**config.mk**
```make
export PLATFORM = sky130hd
export DESIGN_NAME = uart_rx_queue
export DESIGN_NICKNAME = d
export VERILOG_FILES = /design/src/rtl/uart_rxq_pkg.sv /design/src/rtl/rxq_store.sv /design/src/rtl/rxq_ctrl.sv /design/src/rtl/uart_rx_queue.sv
export SDC_FILE = /design/constraint.sdc
export NUM_CORES = 1
export LEC_CHECK = 0
export ABC_AREA = 1
export BUFFER_PORTS_ARGS = -buffer_cell sky130_fd_sc_hd__buf_4
export CORE_MARGIN = 5
export CORE_UTILIZATION = 40
export DETAILED_ROUTE_END_ITERATION = 8
export PLACE_DENSITY = 0.67
export SETUP_SLACK_MARGIN = 0.1
export SLEW_MARGIN = 30
export SYNTH_ARGS = -nofsm -noshare
export SYNTH_HDL_FRONTEND = slang
export SYNTH_SLANG_ARGS = --single-unit
```
**constraint.sdc**
```tcl
create_clock -name clk -period 3.4 [get_ports clk]
set_clock_uncertainty 0.1 [all_clocks]
set_input_delay 0.34 -clock clk [delete_from_list [all_inputs] [get_ports clk]]
set_output_delay 0.34 -clock clk [all_outputs]
set_load 0.02 [all_outputs]
```
**src/rtl/uart_rxq_pkg.sv**
```systemverilog
package uart_rxq_pkg;
    localparam int ENTRY_W = 12;
    localparam int CHAR_W  = 8;
    localparam int STS_W   = ENTRY_W - CHAR_W;
    localparam int BRK_BIT = 10;
    localparam int STS_BRK = BRK_BIT - CHAR_W;
    localparam int STS_OVR = 3;

    typedef logic [ENTRY_W-1:0] entry_t;
    typedef logic [STS_W-1:0]   status_t;

    localparam entry_t BRK_ENTRY = entry_t'(1) << BRK_BIT;
endpackage

```
**src/rtl/rxq_store.sv**
```systemverilog
module rxq_store
    import uart_rxq_pkg::*;
#(
    parameter int DEPTH = 16,
    localparam int PTR_W = $clog2(DEPTH)
) (
    input  logic             clk,
    input  logic             rst_n,
    input  logic             wr_en,
    input  logic [PTR_W-1:0] wr_idx,
    input  entry_t           wr_data,
    input  logic [PTR_W-1:0] rd_idx,
    output entry_t           rd_data
);
    entry_t slot_q [DEPTH];

    for (genvar g = 0; g < DEPTH; g++) begin : g_slot
        always_ff @(posedge clk or negedge rst_n) begin
            if (!rst_n) begin
                slot_q[g] <= '0;
            end else if (wr_en && (wr_idx == PTR_W'(g))) begin
                slot_q[g] <= wr_data;
            end
        end
    end

    assign rd_data = slot_q[rd_idx];
endmodule

```
**src/rtl/rxq_ctrl.sv**
```systemverilog
module rxq_ctrl
    import uart_rxq_pkg::*;
#(
    parameter int DEPTH = 16,
    parameter int TRIG  = 1,
    localparam int PTR_W = $clog2(DEPTH),
    localparam int CNT_W = PTR_W + 1
) (
    input  logic             clk,
    input  logic             rst_n,
    input  logic             fifo_en,
    input  logic             push_valid,
    input  entry_t           push_data,
    input  logic             brk_event,
    input  logic             pop,
    input  status_t          head_flags,
    output logic             wr_en,
    output logic [PTR_W-1:0] wr_idx,
    output entry_t           wr_data,
    output logic [PTR_W-1:0] rd_idx,
    output logic             empty,
    output logic             full,
    output logic             can_rx,
    output logic             int_set,
    output logic             int_clr,
    output status_t          status
);
    typedef struct packed {
        logic             mode;
        logic [PTR_W-1:0] rd;
        logic [CNT_W-1:0] cnt;
        logic             empty;
        logic             full;
        logic             set;
        logic             clr;
        status_t          sts;
    } state_t;

    localparam state_t RST_STATE = '{
        mode: 1'b0, rd: '0, cnt: '0, empty: 1'b1, full: 1'b0,
        set: 1'b0, clr: 1'b0, sts: '0
    };

    state_t s_q, s_d;
    logic [CNT_W-1:0] depth_cur;
    logic [PTR_W-1:0] mask;
    logic [CNT_W-1:0] cnt_a;
    logic [PTR_W-1:0] rd_a;

    assign depth_cur = s_q.mode ? CNT_W'(DEPTH) : CNT_W'(1);
    assign mask      = s_q.mode ? PTR_W'(DEPTH - 1) : '0;

    always_comb begin
        s_d     = s_q;
        s_d.set = 1'b0;
        s_d.clr = 1'b0;
        wr_en   = 1'b0;
        wr_idx  = '0;
        wr_data = brk_event ? BRK_ENTRY : push_data;
        cnt_a   = s_q.cnt;
        rd_a    = s_q.rd;
        if (fifo_en != s_q.mode) begin
            // mode change flushes; traffic this cycle is ignored
            s_d.mode  = fifo_en;
            s_d.rd    = '0;
            s_d.cnt   = '0;
            s_d.empty = 1'b1;
            s_d.full  = 1'b0;
        end else begin
            if (pop) begin
                s_d.sts = head_flags;
                if (s_q.cnt != '0) begin
                    cnt_a = s_q.cnt - CNT_W'(1);
                    rd_a  = (s_q.rd + PTR_W'(1)) & mask;
                end
                s_d.clr = ((cnt_a + CNT_W'(1)) == CNT_W'(TRIG));
            end
            if (push_valid || brk_event) begin
                if (cnt_a < depth_cur) begin
                    wr_en   = 1'b1;
                    wr_idx  = (rd_a + cnt_a[PTR_W-1:0]) & mask;
                    cnt_a   = cnt_a + CNT_W'(1);
                    s_d.set = (cnt_a == CNT_W'(TRIG));
                end else begin
                    s_d.sts[STS_OVR] = 1'b1;
                end
                if (brk_event && !s_q.mode) begin
                    s_d.sts[STS_BRK] = 1'b1;
                end
            end
            s_d.rd    = rd_a;
            s_d.cnt   = cnt_a;
            s_d.empty = (cnt_a == '0);
            s_d.full  = (cnt_a == depth_cur);
        end
    end

    always_ff @(posedge clk or negedge rst_n) begin
        if (!rst_n) begin
            s_q <= RST_STATE;
        end else begin
            s_q <= s_d;
        end
    end

    assign rd_idx  = s_q.rd;
    assign empty   = s_q.empty;
    assign full    = s_q.full;
    assign can_rx  = (s_q.cnt < depth_cur);
    assign int_set = s_q.set;
    assign int_clr = s_q.clr;
    assign status  = s_q.sts;
endmodule

```
**src/rtl/uart_rx_queue.sv**
```systemverilog
module uart_rx_queue
    import uart_rxq_pkg::*;
#(
    parameter int FIFO_DEPTH = 16,
    parameter int TRIG_LEVEL = 1,
    localparam int PTR_W = $clog2(FIFO_DEPTH)
) (
    input  logic               clk,
    input  logic               rst_n,
    input  logic               fifo_en,
    input  logic               push_valid,
    input  logic [ENTRY_W-1:0] push_data,
    input  logic               brk_event,
    input  logic               pop,
    output logic [ENTRY_W-1:0] pop_data,
    output logic               rx_empty,
    output logic               rx_full,
    output logic               can_rx,
    output logic               rx_int_set,
    output logic               rx_int_clr,
    output logic [STS_W-1:0]   rx_status
);
    logic             wr_en;
    logic [PTR_W-1:0] wr_idx;
    logic [PTR_W-1:0] rd_idx;
    entry_t           wr_data;
    entry_t           head;

    rxq_ctrl #(.DEPTH(FIFO_DEPTH), .TRIG(TRIG_LEVEL)) ctrl_i (
        .clk        (clk),
        .rst_n      (rst_n),
        .fifo_en    (fifo_en),
        .push_valid (push_valid),
        .push_data  (push_data),
        .brk_event  (brk_event),
        .pop        (pop),
        .head_flags (head[ENTRY_W-1:CHAR_W]),
        .wr_en      (wr_en),
        .wr_idx     (wr_idx),
        .wr_data    (wr_data),
        .rd_idx     (rd_idx),
        .empty      (rx_empty),
        .full       (rx_full),
        .can_rx     (can_rx),
        .int_set    (rx_int_set),
        .int_clr    (rx_int_clr),
        .status     (rx_status)
    );

    rxq_store #(.DEPTH(FIFO_DEPTH)) store_i (
        .clk     (clk),
        .rst_n   (rst_n),
        .wr_en   (wr_en),
        .wr_idx  (wr_idx),
        .wr_data (wr_data),
        .rd_idx  (rd_idx),
        .rd_data (head)
    );

    assign pop_data = head;
endmodule

```
==> impl_metrics.env <==
export IMPL_dieArea_um2=30200
export IMPL_grt_max_degree=100
export IMPL_vias_per_cell=5.52
export IMPL_power_frac_clock_pct=28.7
export IMPL_p_sw_uw=3660
export IMPL_routabilityCongestion=0.869
export IMPL_synth_nets=1452
export IMPL_regArea_um2=5260
export IMPL_min_path_type="in2reg"
export IMPL_finalNonFillerCells=1817
export IMPL_slew_headroom_pct=37.5
export IMPL_std_cell_rows=60
export IMPL_p_seq_share_pct=35.1
export IMPL_final_common_cell="nand2_1"
export IMPL_vias=10021
export IMPL_io_pins=39
export IMPL_cp_end_kind="output port"
export IMPL_multi_input_area_um2=4850
export IMPL_dr_pass1_iters=5
export IMPL_setup_viol=0
export IMPL_clkTransAtPathRegs_ns=0.06
export IMPL_crit_reg2reg_launch="ctrl_i.s_q[9]"
export IMPL_status="completed"
export IMPL_io_buffers=38
export IMPL_synth_edf_count=0
export IMPL_cts_buffers_inserted=24
export IMPL_worstRegToRegCells=20
export IMPL_cp_required_ns=2.96
export IMPL_nFillCells=2546
export IMPL_grtUsageMet3_pct=3.99
export IMPL_worstSetupPathDepth=8
export IMPL_crit_buf_inv=4
export IMPL_met1_usage_pct=30.5
export IMPL_cts_sinks=210
export IMPL_syn2layout_area_growth_pct=17.0
export IMPL_initial_utilization_pct=40.2
export IMPL_rsz0062_at_grt="yes"
export IMPL_place_inst=1760
export IMPL_met2_usage_pct=34.2
export IMPL_dpl_hpwl_um=20600
export IMPL_cpMaxStageDelayCell="a221oi_1"
export IMPL_grt_pass1_wl_um=53600
export IMPL_fp_dieW_um=174
export IMPL_yosysWarnings=0
export IMPL_final_layout_size_suffix_gt1_share_pct=13.3
export IMPL_clockRootBuffer="clkbuf_16"
export IMPL_antenna_found_initial=0
export IMPL_tightest_slew_ns=0.936
export IMPL_clkLatencyLatePin_ns=0.52
export IMPL_arrival_ns=2.73
export IMPL_crit_start="ctrl_i.rd_idx[0]"
export IMPL_die_h_um=174
export IMPL_critPathCapture="pop_data[4]"
export IMPL_cp_common_cell="nand2_1"
export IMPL_synth_area_um2=10700
export IMPL_hold_viol_final=0
export IMPL_clock_fmax_mhz=315
export IMPL_synthArstFlopShare_pct=100
export IMPL_period_share_pct=93.3
export IMPL_drc=0
export IMPL_core_area_um2=26700
export IMPL_drt_wl_total_um=33100
export IMPL_wl_per_cell_um=18.2
export IMPL_fin_crit_ns=3.17
export IMPL_syn_instance_count=1426
export IMPL_pre_cts_ws_ns=-0.0192
export IMPL_nets=1484
export IMPL_cp_start_kind="flip-flop"
export IMPL_power_leakage_uw=0.00662
export IMPL_p_comb_share_pct=36.3
export IMPL_place_area_um2=11500
export IMPL_crit_fanout=96
export IMPL_final_max_slew_viol_count=0
export IMPL_synth_flop_cell="dfrtp_1"
export IMPL_setup_ws_ns=0.229
export IMPL_r2r_slack_ns=0.26
export IMPL_ir_worst_vdd_uv=337
export IMPL_avgSynthCellArea_um2=7.52
export IMPL_tritoncts="yes"
export IMPL_drtAntennaViolNets=0
export IMPL_p_total_uw=9510
export IMPL_first_iter_violations=1257
export IMPL_grt_ovfl_total=0
export IMPL_critPathMaxStageDelay_ns=0.43
export IMPL_ys_ff_latch=210
export IMPL_powerDensity_nw_per_um2=758
export IMPL_final_cell_mix="nand2_1 (550), dfrtp_1 (208), nand3_1 (133)"
export IMPL_fin_area_um2=12500
export IMPL_swShare_pct=38.5
export IMPL_intPower_uw=5850
export IMPL_ys_seq_area_share_pct=49.0
export IMPL_busiest_layer="met2"
export IMPL_min_from="pop"
export IMPL_track_usage_pct=21.6
export IMPL_worst_setup_path_type="reg2out"
export IMPL_path_cells="buf_6 > inv_2 > buf_12 > nand2_1 > a221oi_1 > o21ai_0 > nand2_1 > buf_4"
export IMPL_cts_buffer_depth=3
export IMPL_cts_htree_levels=1
export IMPL_final_core_util_pct=47.1
export IMPL_critPathTopFamily="buffers and inverters"
export IMPL_drv_cap=0
export IMPL_antenna_cells=0
export IMPL_ys_types=41
export IMPL_grt_pass1_vias=9676
export IMPL_timing_rr_end="store_i.slot_q[141]"
what timing repair did:
item | in CTS | in global routing
endpoints found under the hold margin | 95 | 0
endpoints found under the setup margin | 37 | 200
buffers inserted | 0 | 11
gates resized for setup | 6 | 38
pin swaps | 0 | 5
hold buffers | 2 | 0
worst min path at each step:
stage                                    end  slack, ns  depth (start not counted)
after floorplan                  ctrl_i.full      -0.06                          0
after global placement    store_i.slot_q[91]       0.35                          1
after detailed placement  store_i.slot_q[86]       0.35                          1
after CTS                   ctrl_i.status[3]       0.07                          3
after global routing        ctrl_i.status[2]       0.08                          3
final                       ctrl_i.status[3]       0.07                          3
cells by family (layout without fill, tap and decap cells):
logic type / after synthesis / in the layout / synth area share [%]
AO/OA/AOI/OAI: 217 / 217 / 11.3
flip-flops: 210 / 210 / 49.0
adder cells (fa/ha/maj): 8 / 8 / 0.933
AND/OR/NAND/NOR: 827 / 827 / 32.0
XOR/XNOR: 2 / 2 / 0.163
buffers and inverters: 162 / 212 / 6.58
worst min-delay path, cell delays in order:
cell and delay (ns):
buf_4 0.15, nand2_1 0.07, a41oi_1 0.08
per-stage QoR:
| stage | hold WS (ns) | TNS [ns] |
|---|---|---|
| 2_1_floorplan | -0.0556 | 0 |
| 3_3_place_gp | 0.348 | 0 |
| 3_5_place_dp | 0.353 | -0.0358 |
| 4_1_cts | 0.0652 | 0 |
| 5_1_grt | 0.0761 | 0 |
| 6_report | 0.0707 | 0 |
power by group through the flow:
| stage | sequential (uW) | combinational, uW | clock [uW] |
|---|---|---|---|
| final | 3330 | 3450 | 2730 |
| after global routing | 3400 | 3840 | 2860 |
| after CTS | 3320 | 3330 | 2750 |
| after detailed placement | 3360 | 3300 | 0 |
| after global placement | 3350 | 3250 | 0 |
| after floorplan | 3310 | 2270 | 0 |
cells in the mapped netlist (3+ instances only):
cell	count	share of area [%]
nand2_2	6	0.35
o21ai_0	123	5.7
o21ai_1	21	0.98
dfrtp_1	209	49
nor2_2	3	0.18
buf_2	28	1.3
clkbuf_2	5	0.23
inv_1	51	1.8
inv_2	6	0.21
o22ai_1	14	0.82
a21oi_1	28	1.3
buf_4	11	0.77
clkbuf_1	56	2.0
a221oi_1	11	0.90
buf_1	3	0.10
nor2_4	4	0.42
nor2_1	95	3.3
nand3_1	133	6.2
ha_1	8	0.93
a211oi_1	3	0.21
nand4_1	17	0.99
o221ai_1	11	0.90
nand2_1	557	19
flip-flops by register name (all words and copies together), names as in the netlist:
name and count:
ctrl_i.full 1, ctrl_i.s_q 6, ctrl_i.rd_idx 4, ctrl_i.int_clr 1
ctrl_i.status 4, ctrl_i.empty 1, ctrl_i.int_set 1, store_i.slot_q 192
routing by layer:
layer | part of all wire [%] | vias up | wire [um]
li1 | - | 4707 | -
met1 | 45 | 4870 | 14800
met2 | 46 | 387 | 15100
met3 | 7.3 | 57 | 2410
met4 | 2.4 | 0 | 810
met5 | 0 | - | 0
final cells by class:
class / count / share of cell area (%)
clock inverter: 10 / 1.05
inverter: 57 / 1.76
timing repair buffer: 111 / 7.60
tap: 341 / 3.40
sequential: 210 / 41.9
multi-input combinational: 1054 / 38.7
clock buffer: 34 / 5.58
(Power assumes the default switching activity.)
